File: src/rtl/ssa_pkg.sv
package ssa_pkg;

  typedef enum logic {
    WIN_APB = 1'b0,
    WIN_DMA = 1'b1
  } winner_e;

  // Worst-case APB wait states for a given store occupancy.
  function automatic int apb_wait_bound(int hold);
    int twice;
    twice = 2 * hold - 2;
    return (twice > hold) ? twice : hold;
  endfunction

endpackage

File: src/rtl/ssa_rr_arbiter.sv
module ssa_rr_arbiter
  import ssa_pkg::*;
#(
  parameter int HOLD_CYCLES = 2
) (
  input  logic clk,
  input  logic rst_n,
  input  logic req_apb,
  input  logic req_dma,
  output logic gnt_apb,
  output logic gnt_dma
);

  localparam int CW = (HOLD_CYCLES > 1) ? $clog2(HOLD_CYCLES) + 1 : 1;

  logic    store_free;
  logic    any_gnt;
  winner_e last_q;

  assign any_gnt = gnt_apb | gnt_dma;

  generate
    if (HOLD_CYCLES > 1) begin : g_occupy
      logic [CW-1:0] busy_q;
      always_ff @(posedge clk or negedge rst_n) begin
        if (!rst_n) begin
          busy_q <= '0;
        end else if (any_gnt) begin
          busy_q <= CW'(HOLD_CYCLES - 1);
        end else if (busy_q != '0) begin
          busy_q <= busy_q - 1'b1;
        end
      end
      assign store_free = (busy_q == '0);
    end else begin : g_single
      assign store_free = 1'b1;
    end
  endgenerate

  // Round-robin between two sides: a tie goes to the last loser.
  always_comb begin
    gnt_apb = store_free && req_apb && (!req_dma || last_q == WIN_DMA);
    gnt_dma = store_free && req_dma && !(req_apb && last_q == WIN_DMA);
  end

  always_ff @(posedge clk or negedge rst_n) begin
    if (!rst_n) begin
      last_q <= WIN_DMA;
    end else if (gnt_apb) begin
      last_q <= WIN_APB;
    end else if (gnt_dma) begin
      last_q <= WIN_DMA;
    end
  end

endmodule

File: src/rtl/ssa_apb_front.sv
module ssa_apb_front (
  input  logic clk,
  input  logic rst_n,
  input  logic psel,
  input  logic penable,
  input  logic gnt,
  output logic req,
  output logic pready
);

  logic served_q;
  logic in_access;
  logic finish;

  assign in_access = psel && penable;
  assign finish    = in_access && served_q;

  // Request stays up from setup until the store is granted.
  assign req    = psel && !served_q;
  assign pready = !in_access || served_q;

  always_ff @(posedge clk or negedge rst_n) begin
    if (!rst_n) begin
      served_q <= 1'b0;
    end else if (!psel || finish) begin
      served_q <= 1'b0;
    end else if (gnt) begin
      served_q <= 1'b1;
    end
  end

endmodule

File: src/rtl/ssa_storage.sv
module ssa_storage #(
  parameter int DATA_W = 32,
  parameter int DEPTH  = 16,
  localparam int ADDR_W = $clog2(DEPTH)
) (
  input  logic              clk,
  input  logic              rst_n,
  input  logic              acc_en,
  input  logic              sel_dma,
  input  logic              apb_we,
  input  logic [ADDR_W-1:0] apb_addr,
  input  logic [DATA_W-1:0] apb_wdata,
  input  logic              dma_we,
  input  logic [ADDR_W-1:0] dma_addr,
  input  logic [DATA_W-1:0] dma_wdata,
  output logic [DATA_W-1:0] rdata
);

  logic [DATA_W-1:0] mem_q [DEPTH];
  logic [DATA_W-1:0] rd_q;
  logic              we_m;
  logic [ADDR_W-1:0] addr_m;
  logic [DATA_W-1:0] wdata_m;

  always_comb begin
    if (sel_dma) begin
      we_m    = dma_we;
      addr_m  = dma_addr;
      wdata_m = dma_wdata;
    end else begin
      we_m    = apb_we;
      addr_m  = apb_addr;
      wdata_m = apb_wdata;
    end
  end

  always_ff @(posedge clk or negedge rst_n) begin
    if (!rst_n) begin
      for (int i = 0; i < DEPTH; i++) begin
        mem_q[i] <= '0;
      end
      rd_q <= '0;
    end else if (acc_en) begin
      rd_q <= mem_q[addr_m];
      if (we_m) begin
        mem_q[addr_m] <= wdata_m;
      end
    end
  end

  assign rdata = rd_q;

endmodule

File: src/rtl/shared_store_arb.sv
module shared_store_arb #(
  parameter int DATA_W      = 32,
  parameter int DEPTH       = 16,
  parameter int HOLD_CYCLES = 2,
  localparam int ADDR_W     = $clog2(DEPTH)
) (
  input  logic              clk,
  input  logic              rst_n,
  input  logic              psel,
  input  logic              penable,
  input  logic              pwrite,
  input  logic [ADDR_W-1:0] paddr,
  input  logic [DATA_W-1:0] pwdata,
  output logic [DATA_W-1:0] prdata,
  output logic              pready,
  input  logic              dma_req,
  input  logic              dma_we,
  input  logic [ADDR_W-1:0] dma_addr,
  input  logic [DATA_W-1:0] dma_wdata,
  output logic              dma_gnt,
  output logic              dma_rvalid,
  output logic [DATA_W-1:0] dma_rdata
);

  logic              apb_req;
  logic              apb_gnt;
  logic              dma_rvalid_q;
  logic [DATA_W-1:0] store_rd;

  ssa_apb_front u_front (
    .clk     (clk),
    .rst_n   (rst_n),
    .psel    (psel),
    .penable (penable),
    .gnt     (apb_gnt),
    .req     (apb_req),
    .pready  (pready)
  );

  ssa_rr_arbiter #(
    .HOLD_CYCLES (HOLD_CYCLES)
  ) u_arb (
    .clk     (clk),
    .rst_n   (rst_n),
    .req_apb (apb_req),
    .req_dma (dma_req),
    .gnt_apb (apb_gnt),
    .gnt_dma (dma_gnt)
  );

  ssa_storage #(
    .DATA_W (DATA_W),
    .DEPTH  (DEPTH)
  ) u_store (
    .clk       (clk),
    .rst_n     (rst_n),
    .acc_en    (apb_gnt | dma_gnt),
    .sel_dma   (dma_gnt),
    .apb_we    (pwrite),
    .apb_addr  (paddr),
    .apb_wdata (pwdata),
    .dma_we    (dma_we),
    .dma_addr  (dma_addr),
    .dma_wdata (dma_wdata),
    .rdata     (store_rd)
  );

  always_ff @(posedge clk or negedge rst_n) begin
    if (!rst_n) begin
      dma_rvalid_q <= 1'b0;
    end else begin
      dma_rvalid_q <= dma_gnt;
    end
  end

  assign dma_rvalid = dma_rvalid_q;
  assign prdata     = store_rd;
  assign dma_rdata  = store_rd;

endmodule

File: config.mk
export PLATFORM = sky130hd
export DESIGN_NAME = shared_store_arb
export DESIGN_NICKNAME = d
export VERILOG_FILES = /design/src/rtl/ssa_pkg.sv /design/src/rtl/ssa_rr_arbiter.sv /design/src/rtl/ssa_apb_front.sv /design/src/rtl/ssa_storage.sv /design/src/rtl/shared_store_arb.sv
export SDC_FILE = /design/constraint.sdc
export NUM_CORES = 1
export LEC_CHECK = 0
export ABC_AREA = 1
export CAP_MARGIN = 20
export CORE_ASPECT_RATIO = 1.4
export CORE_UTILIZATION = 60
export CTS_BUF_LIST = sky130_fd_sc_hd__clkbuf_8
export CTS_CLUSTER_DIAMETER = 50
export DETAILED_ROUTE_END_ITERATION = 16
export DONT_BUFFER_PORTS = 1
export PLACE_DENSITY_LB_ADDON = 0.2
export REMOVE_ABC_BUFFERS = 1
export SKIP_LAST_GASP = 1
export SLEW_MARGIN = 20
export SYNTH_ARGS = -nofsm -noshare
export SYNTH_HDL_FRONTEND = slang
export SYNTH_HIERARCHICAL = 1
export SYNTH_SLANG_ARGS = --single-unit
File: constraint.sdc
create_clock -name clk -period 2.6 [get_ports clk]
set_input_delay 0.13 -clock clk [delete_from_list [all_inputs] [get_ports clk]]
set_output_delay 0.13 -clock clk [all_outputs]
set_load 0.02 [all_outputs]
# Word-level counts from Yosys, hierarchy flattened

Cells that the tools add are included.

Register bits: 549
Output and inout port bits: 67
Word-level logic and storage cells: 64

Add/subtract/negate cells: 1
Magnitude comparators: 2
Multiplexer cells: 15
Bitwise operators: 2
Reductions and logical operators: 23

Operator list:

| kind                                                                          | count |
|---|---|
| 512-bit bitwise mux                                                           | 1 |
| 32-bit binary-select mux with 4-bit select                                    | 1 |
| 32-bit demux with 4-bit select                                                | 1 |
| 32-bit two-way mux                                                            | 4 |
| 1-bit logical AND                                                             | 9 |
| 2-bit nonzero test                                                            | 4 |
| 5-bit greater-or-equal comparator (second input constant)                     | 1 |
| 1-bit zero test                                                               | 5 |
| 5-bit by 1-bit less-than comparator with 1-bit output (second input constant) | 1 |
| 1-bit two-way mux                                                             | 5 |
| 4-bit inverter with 5-bit output                                              | 1 |
| 2-bit two-way mux                                                             | 2 |
| 4-bit two-way mux                                                             | 1 |
| 1-bit logical OR                                                              | 3 |
| 2-bit zero test                                                               | 1 |
| 2-bit AND reduction                                                           | 1 |
| 2-bit by 1-bit subtractor with 2-bit output (second input constant)           | 1 |
| 1-bit bitwise OR                                                              | 1 |

# Logic depth before layout (Yosys ltp)

Word-level depth: 12
Mapped depth: 18

# Cells and area by module

The synthesis kept the hierarchy.

Modules (own cells, without submodules):

| module           | instances | cells an instance | area an instance (um2) |
|---|---|---|---|
| ssa_storage      | 1         | 3447              | 26541.7 |
| shared_store_arb | 1         | 36                | 276.5 |
| ssa_rr_arbiter   | 1         | 25                | 178.9 |
| ssa_apb_front    | 1         | 8                 | 53.8 |

# Worst setup path before layout

OpenSTA, ideal clock, no wires.

Kind: register -> register
Start: reg u_arb.g_occupy.busy_q[0]
End: reg u_store.rd_q[26], in the netlist u_store/rdata[26]
Setup time: 0.117 ns
Arrival: 2.304 ns
Required time: 2.483 ns
Path slack: 0.179 ns
Stages on the path, launching flop included: 17
Clock period less this slack: 2.421 ns
Cells stage by stage: dfrtp_1 -> inv_1 -> ha_1 -> nand3_1 -> inv_1 -> buf_4 -> nand2_1 -> nand2_1 -> buf_2 -> clkbuf_1 -> o21ai_0 -> nand2_1 -> nand2_1 -> nand2_1 -> nand2_1 -> nor2_1 -> nor2_1

Longest elaborated chain between the ends: 8
Elaborated cells between the ends (all ways): 11
Those cells by class: mux: 4; bitwise: 2; reduce/logical: 5

RTL lines:

| item                                                   | line                   | RTL |
|---|---|---|
| start, declared                                        | ssa_rr_arbiter.sv:24   | `logic [CW-1:0] busy_q;` |
| start signal, assigned                                 | ssa_rr_arbiter.sv:29   | `busy_q <= CW'(HOLD_CYCLES - 1);` |
| start signal, assigned                                 | ssa_rr_arbiter.sv:31   | `busy_q <= busy_q - 1'b1;` |
| 2-bit zero test (*)                                    | ssa_rr_arbiter.sv:34   | `assign store_free = (busy_q == '0);` |
| 1-bit logical AND (*) (2 in a row)                     | ssa_rr_arbiter.sv:43   | `gnt_dma = store_free && req_dma && !(req_apb && last_q == WIN_DMA);` |
| net dma_gnt                                            | shared_store_arb.sv:20 | `output logic dma_gnt,` |
| 4-bit two-way mux                                      | ssa_storage.sv:26      | `if (sel_dma) begin` |
| 4-bit inverter with 5-bit output (not written as such) | ssa_storage.sv:44      | `rd_q <= mem_q[addr_m];` |
| 32-bit binary-select mux with 4-bit select             | ssa_storage.sv:44      |  |
| 32-bit two-way mux (not written as such) (2 in a row)  | ssa_storage.sv:44      |  |
| end signal, assigned                                   | ssa_storage.sv:44      |  |
| end, declared                                          | ssa_storage.sv:20      | `logic [DATA_W-1:0] rd_q;` |

The timed path passes the listed nets; every way through them passes the cells marked *. The select of a mux whose other input is x is not followed.
A chain may end at the register's enable or synchronous reset.

# Worst setup path after layout

Start: reg u_arb.g_occupy.busy_q[1]
End: reg u_store/mem_q[141] (netlist name)

Longest elaborated chain between the ends: 10
Elaborated cells between the ends (all ways): 17
Those cells by class: order compare: 2; mux: 6; bitwise: 2; reduce/logical: 7

RTL lines:

| item                                                                                                                             | line                 | RTL |
|---|---|---|
| 2-bit zero test (*)                                                                                                              | ssa_rr_arbiter.sv:34 |  |
| 1-bit logical AND (2 in a row)                                                                                                   | ssa_rr_arbiter.sv:43 |  |
| 4-bit two-way mux                                                                                                                | ssa_storage.sv:26    |  |
| 4-bit inverter with 5-bit output (not written as such)                                                                           | ssa_storage.sv:46    | `mem_q[addr_m] <= wdata_m;` |
| 5-bit greater-or-equal comparator (not written as such) or 5-bit by 1-bit less-than comparator with 1-bit output (tied branches) | ssa_storage.sv:46    |  |
| 1-bit logical AND (not written as such)                                                                                          | ssa_storage.sv:46    |  |
| 32-bit two-way mux (not written as such)                                                                                         | ssa_storage.sv:46    |  |
| 32-bit demux with 4-bit select                                                                                                   | ssa_storage.sv:46    |  |
| 512-bit bitwise mux                                                                                                              | ssa_storage.sv:46    |  |
| end signal, assigned by index                                                                                                    | ssa_storage.sv:46    |  |
| end, declared                                                                                                                    | ssa_storage.sv:19    | `logic [DATA_W-1:0] mem_q [DEPTH];` |

Every way passes the cells marked *; elsewhere a longest branch is shown, timed or not.

==> impl_metrics.json <==
{
  "clkPwrFrac": 0.211,
  "grt_antenna_before_repair": 3,
  "first_iter_violations": 3122,
  "yosysTopAreaCellShare": 0.507,
  "grt_max_degree": 550,
  "fmax_mhz": 385,
  "synth_compound_area_frac": 0.128,
  "ys_seq_area_frac": 0.508,
  "synth_mux_area_frac": 0,
  "finalNetCount": 3566,
  "switching_share": 0.392,
  "leakage_nw": 15.0,
  "fillers": 3484,
  "grt_setup_unrepaired": "true",
  "layout-drive-gt1-share": 0.0898,
  "postCtsHoldBufs": 55,
  "grt_pass1_vias": 23900,
  "avgSynthCellArea_um2": 7.69,
  "clk_pin_slew_ns": 0.06,
  "cts-htree-levels": 3,
  "routedWlPerCell_um": 21.1,
  "worstPathMaxFanout": 18,
  "multi_input_area_mm2": 0.0115,
  "hold_path_class": "input pin to async pin",
  "initial_core_util": 0.611,
  "timing.final.crit_period_ns": 2.60,
  "avgViaCountPerCell": 6.19,
  "hold_viol": 549,
  "total_power_mw": 33.2,
  "synth-xor-area-share": 0,
  "clockBufferDepth": 3,
  "r2r_end": "u_store/mem_q[141]",
  "post-route-period-util": 0.998,
  "cp_data_arrival_time_ns": 3.18,
  "die_width_um": 181,
  "seqPwrFrac": 0.443,
  "core_mm2": 0.0443,
  "synth.distinct_cells": 25,
  "drv_cap": 0,
  "power.switching_mw": 13.0,
  "synth_top_cell_by_area": "dfrtp_1",
  "synth_seq_cells": 549,
  "place_ws_ns": 0.0769,
  "synth_top_family_by_area": "simple AND/OR/NAND/NOR gates",
  "area_growth_pct": 13.2,
  "vdd_drop_max_mv": 0.795,
  "fp.dieH_um": 253,
  "dieArea_mm2": 0.0460,
  "setup_viol": 0,
  "r2r-start": "u_arb/g_occupy.busy_q[1]",
  "path_class": "flip-flop to flip-flop",
  "required_ns": 3.19,
  "hold_slack_ns": -0.824,
  "fin_skew_ns": 0.0314,
  "synth_area_leaders": "dfrtp_1 51%, nand2_1 16%, a31oi_1 10%",
  "regToRegSetupSlack_ns": 0.005,
  "syn_area_mm2": 0.0271,
  "portBuffers": 0,
  "setup_slack_ns": 0.00472,
  "fin_tns_setup_ns": 0,
  "seq_area_mm2": 0.0137,
  "io_pins": 146,
  "drc_errors": 0,
  "clkLatencyLatePin_ns": 0.69,
  "via_count": 25400,
  "violations": "negative hold slack, max-slew violations",
  "power.internal_mw": 20.2,
  "drtPass1Iterations": 8,
  "routed_wirelength_mm": 86.6,
  "drtAntennaViolNets": 0,
  "cts_inserted_buffers": 86,
  "cts_sinks": 549,
  "grt.overflow.total": 0,
  "cts_tree": "built",
  "row_count": 91,
  "synth-simple-area-share": 0.293,
  "dpl.hpwl_mm": 45.5,
  "place_congestion": 0.889,
  "end_kind": "flip-flop",
  "slew_headroom": -0.439,
  "startpoint_type": "flip-flop",
  "synth-adder-area-share": 0.000463,
  "synth_warnings": 6,
  "syn-instance-count": 3516,
  "outcome": "finished, violations left",
  "cts_root_buf": "clkbuf_8",
  "drv_slew": 282,
  "worst_pin_slew_ns": 2.16,
  "pwr-share-comb": 0.345,
  "grtUsageTotal": 0.360,
  "grt_pass1_wl_mm": 129,
  "reg2reg_depth": 14,
  "crit_start": "u_arb/g_occupy.busy_q[1]",
  "powerDensity_mw_per_mm2": 1080
}
==> flip-flops by register name (all words and copies together) (netlist names) <==
| register | flops |
|---|---|
| u_store/mem_q | 512 |
| u_store/rdata | 32 |
| u_arb/g_occupy.busy_q | 2 |
| dma_rvalid | 1 |
| u_arb/last_q | 1 |
| u_front/served_q | 1 |
==> worst max-delay path by stage <==
stage                    endpoint  slack (ns)  depth (start not counted)
2_1_floorplan    u_store/mem_q[0]       -7.68                          9
3_3_place_gp    u_store/rdata[13]        0.13                         15
3_5_place_dp   u_store/mem_q[199]        0.08                         14
4_1_cts        u_store/mem_q[255]        0.04                         14
5_1_grt        u_store/mem_q[173]       -0.06                         15
6_report       u_store/mem_q[141]       0.005                         14
==> area by class of cell <==
class,instances,area share
Timing Repair Buffer,205,0.0882
Multi-Input combinational cell,2560,0.377
Inverter,84,0.0109
Clock inverter,44,0.00711
Sequential cell,549,0.449
Clock buffer,101,0.0454
Tap cell,558,0.0228
Antenna cell,3,0.000245
==> cell usage after synthesis, drive strengths merged <==
master  instances
ha              1
dfstp           1
clkbuf        111
nand3         232
buf           212
nor2          569
a21oi           1
inv            83
bufinv          1
o21ai         130
dfrtp         548
a31oi         448
nand2        1178
or2             1
==> worst max-delay path, stage by stage, from the launching register on <==
cell and delay (ns):
dfrtp_1 0.39, inv_1 0.07, ha_2 0.19, nand3_2 0.11, inv_4 0.12, buf_4 0.16, nand2_1 0.13, nand2_4 0.14
inv_2 0.07, nor2_4 0.19, inv_2 0.15, nor2_4 0.18, buf_4 0.30, nor2_1 0.10, a31oi_1 0.19
==> routing by layer <==
metal  global-route usage  share of wire  up-vias
met3               0.0700           0.11      301
li1                     -              -    11500
met1                0.463           0.37    12000
met4                0.165          0.052        0
met2                0.589           0.46     1592
met5                    0              0        -
==> repair_timing <==
item / CTS / global route
setup buffers: 0 / 15
setup endpoints to repair: 0 / 493
resized for setup: 0 / 22
hold endpoints to repair: 1022 / 549
==> metrics by stage <==
step	std cells	utilization	hold WS, ns	area [um^2]
floorplan	3193	-	-0.166	25500
global placement	3871	0.628	-0.140	27800
detailed placement	3871	0.628	-0.145	27800
CTS	4071	0.677	-0.865	30000
global route	4103	0.692	-0.870	30600
finish	4104	0.692	-0.824	30600
==> power groups by stage <==
stage               clock network [mW]  logic (mW)  registers (mW)
global placement                     0        10.5            14.6
detailed placement                   0        10.9            14.8
floorplan                            0        7.89            14.3
global route                      7.46        12.8            15.1
CTS                               7.10        11.0            14.7
finish                            7.01        11.5            14.7
==> cells by family (layout without fill, tap and decap cells) <==
| group | after synthesis | after routing |
|---|---|---|
| AO/OA/AOI/OAI | 579 | 579 |
| AND/OR/NAND/NOR | 1980 | 1980 |
| buffers and inverters | 407 | 434 |
| other | 0 | 3 |
| adder cells (fa/ha/maj) | 1 | 1 |
| flip-flops | 549 | 549 |
==> placed cells by master (no fill, tap or decap), types with 2 or more instances in the layout <==
master         instances
nand2_4                6
nand2_8                2
clkbuf_8             101
nand2_1             1165
dlygate4sd3_1         55
diode_2                3
clkinv_2               5
inv_4                  2
buf_12                55
nand3_2                2
nand3_4                4
buf_4                 74
nand2_2                5
clkbuf_16             14
a31oi_1              448
dfrtp_1              548
nand3_1              226
o21ai_0               96
clkinvlp_4             4
inv_2                  6
buf_6                  3
buf_16                 4
inv_1                108
o21ai_1               32
nor2_1               546
nor2_4                21
Power figures use the tool's default switching activity.
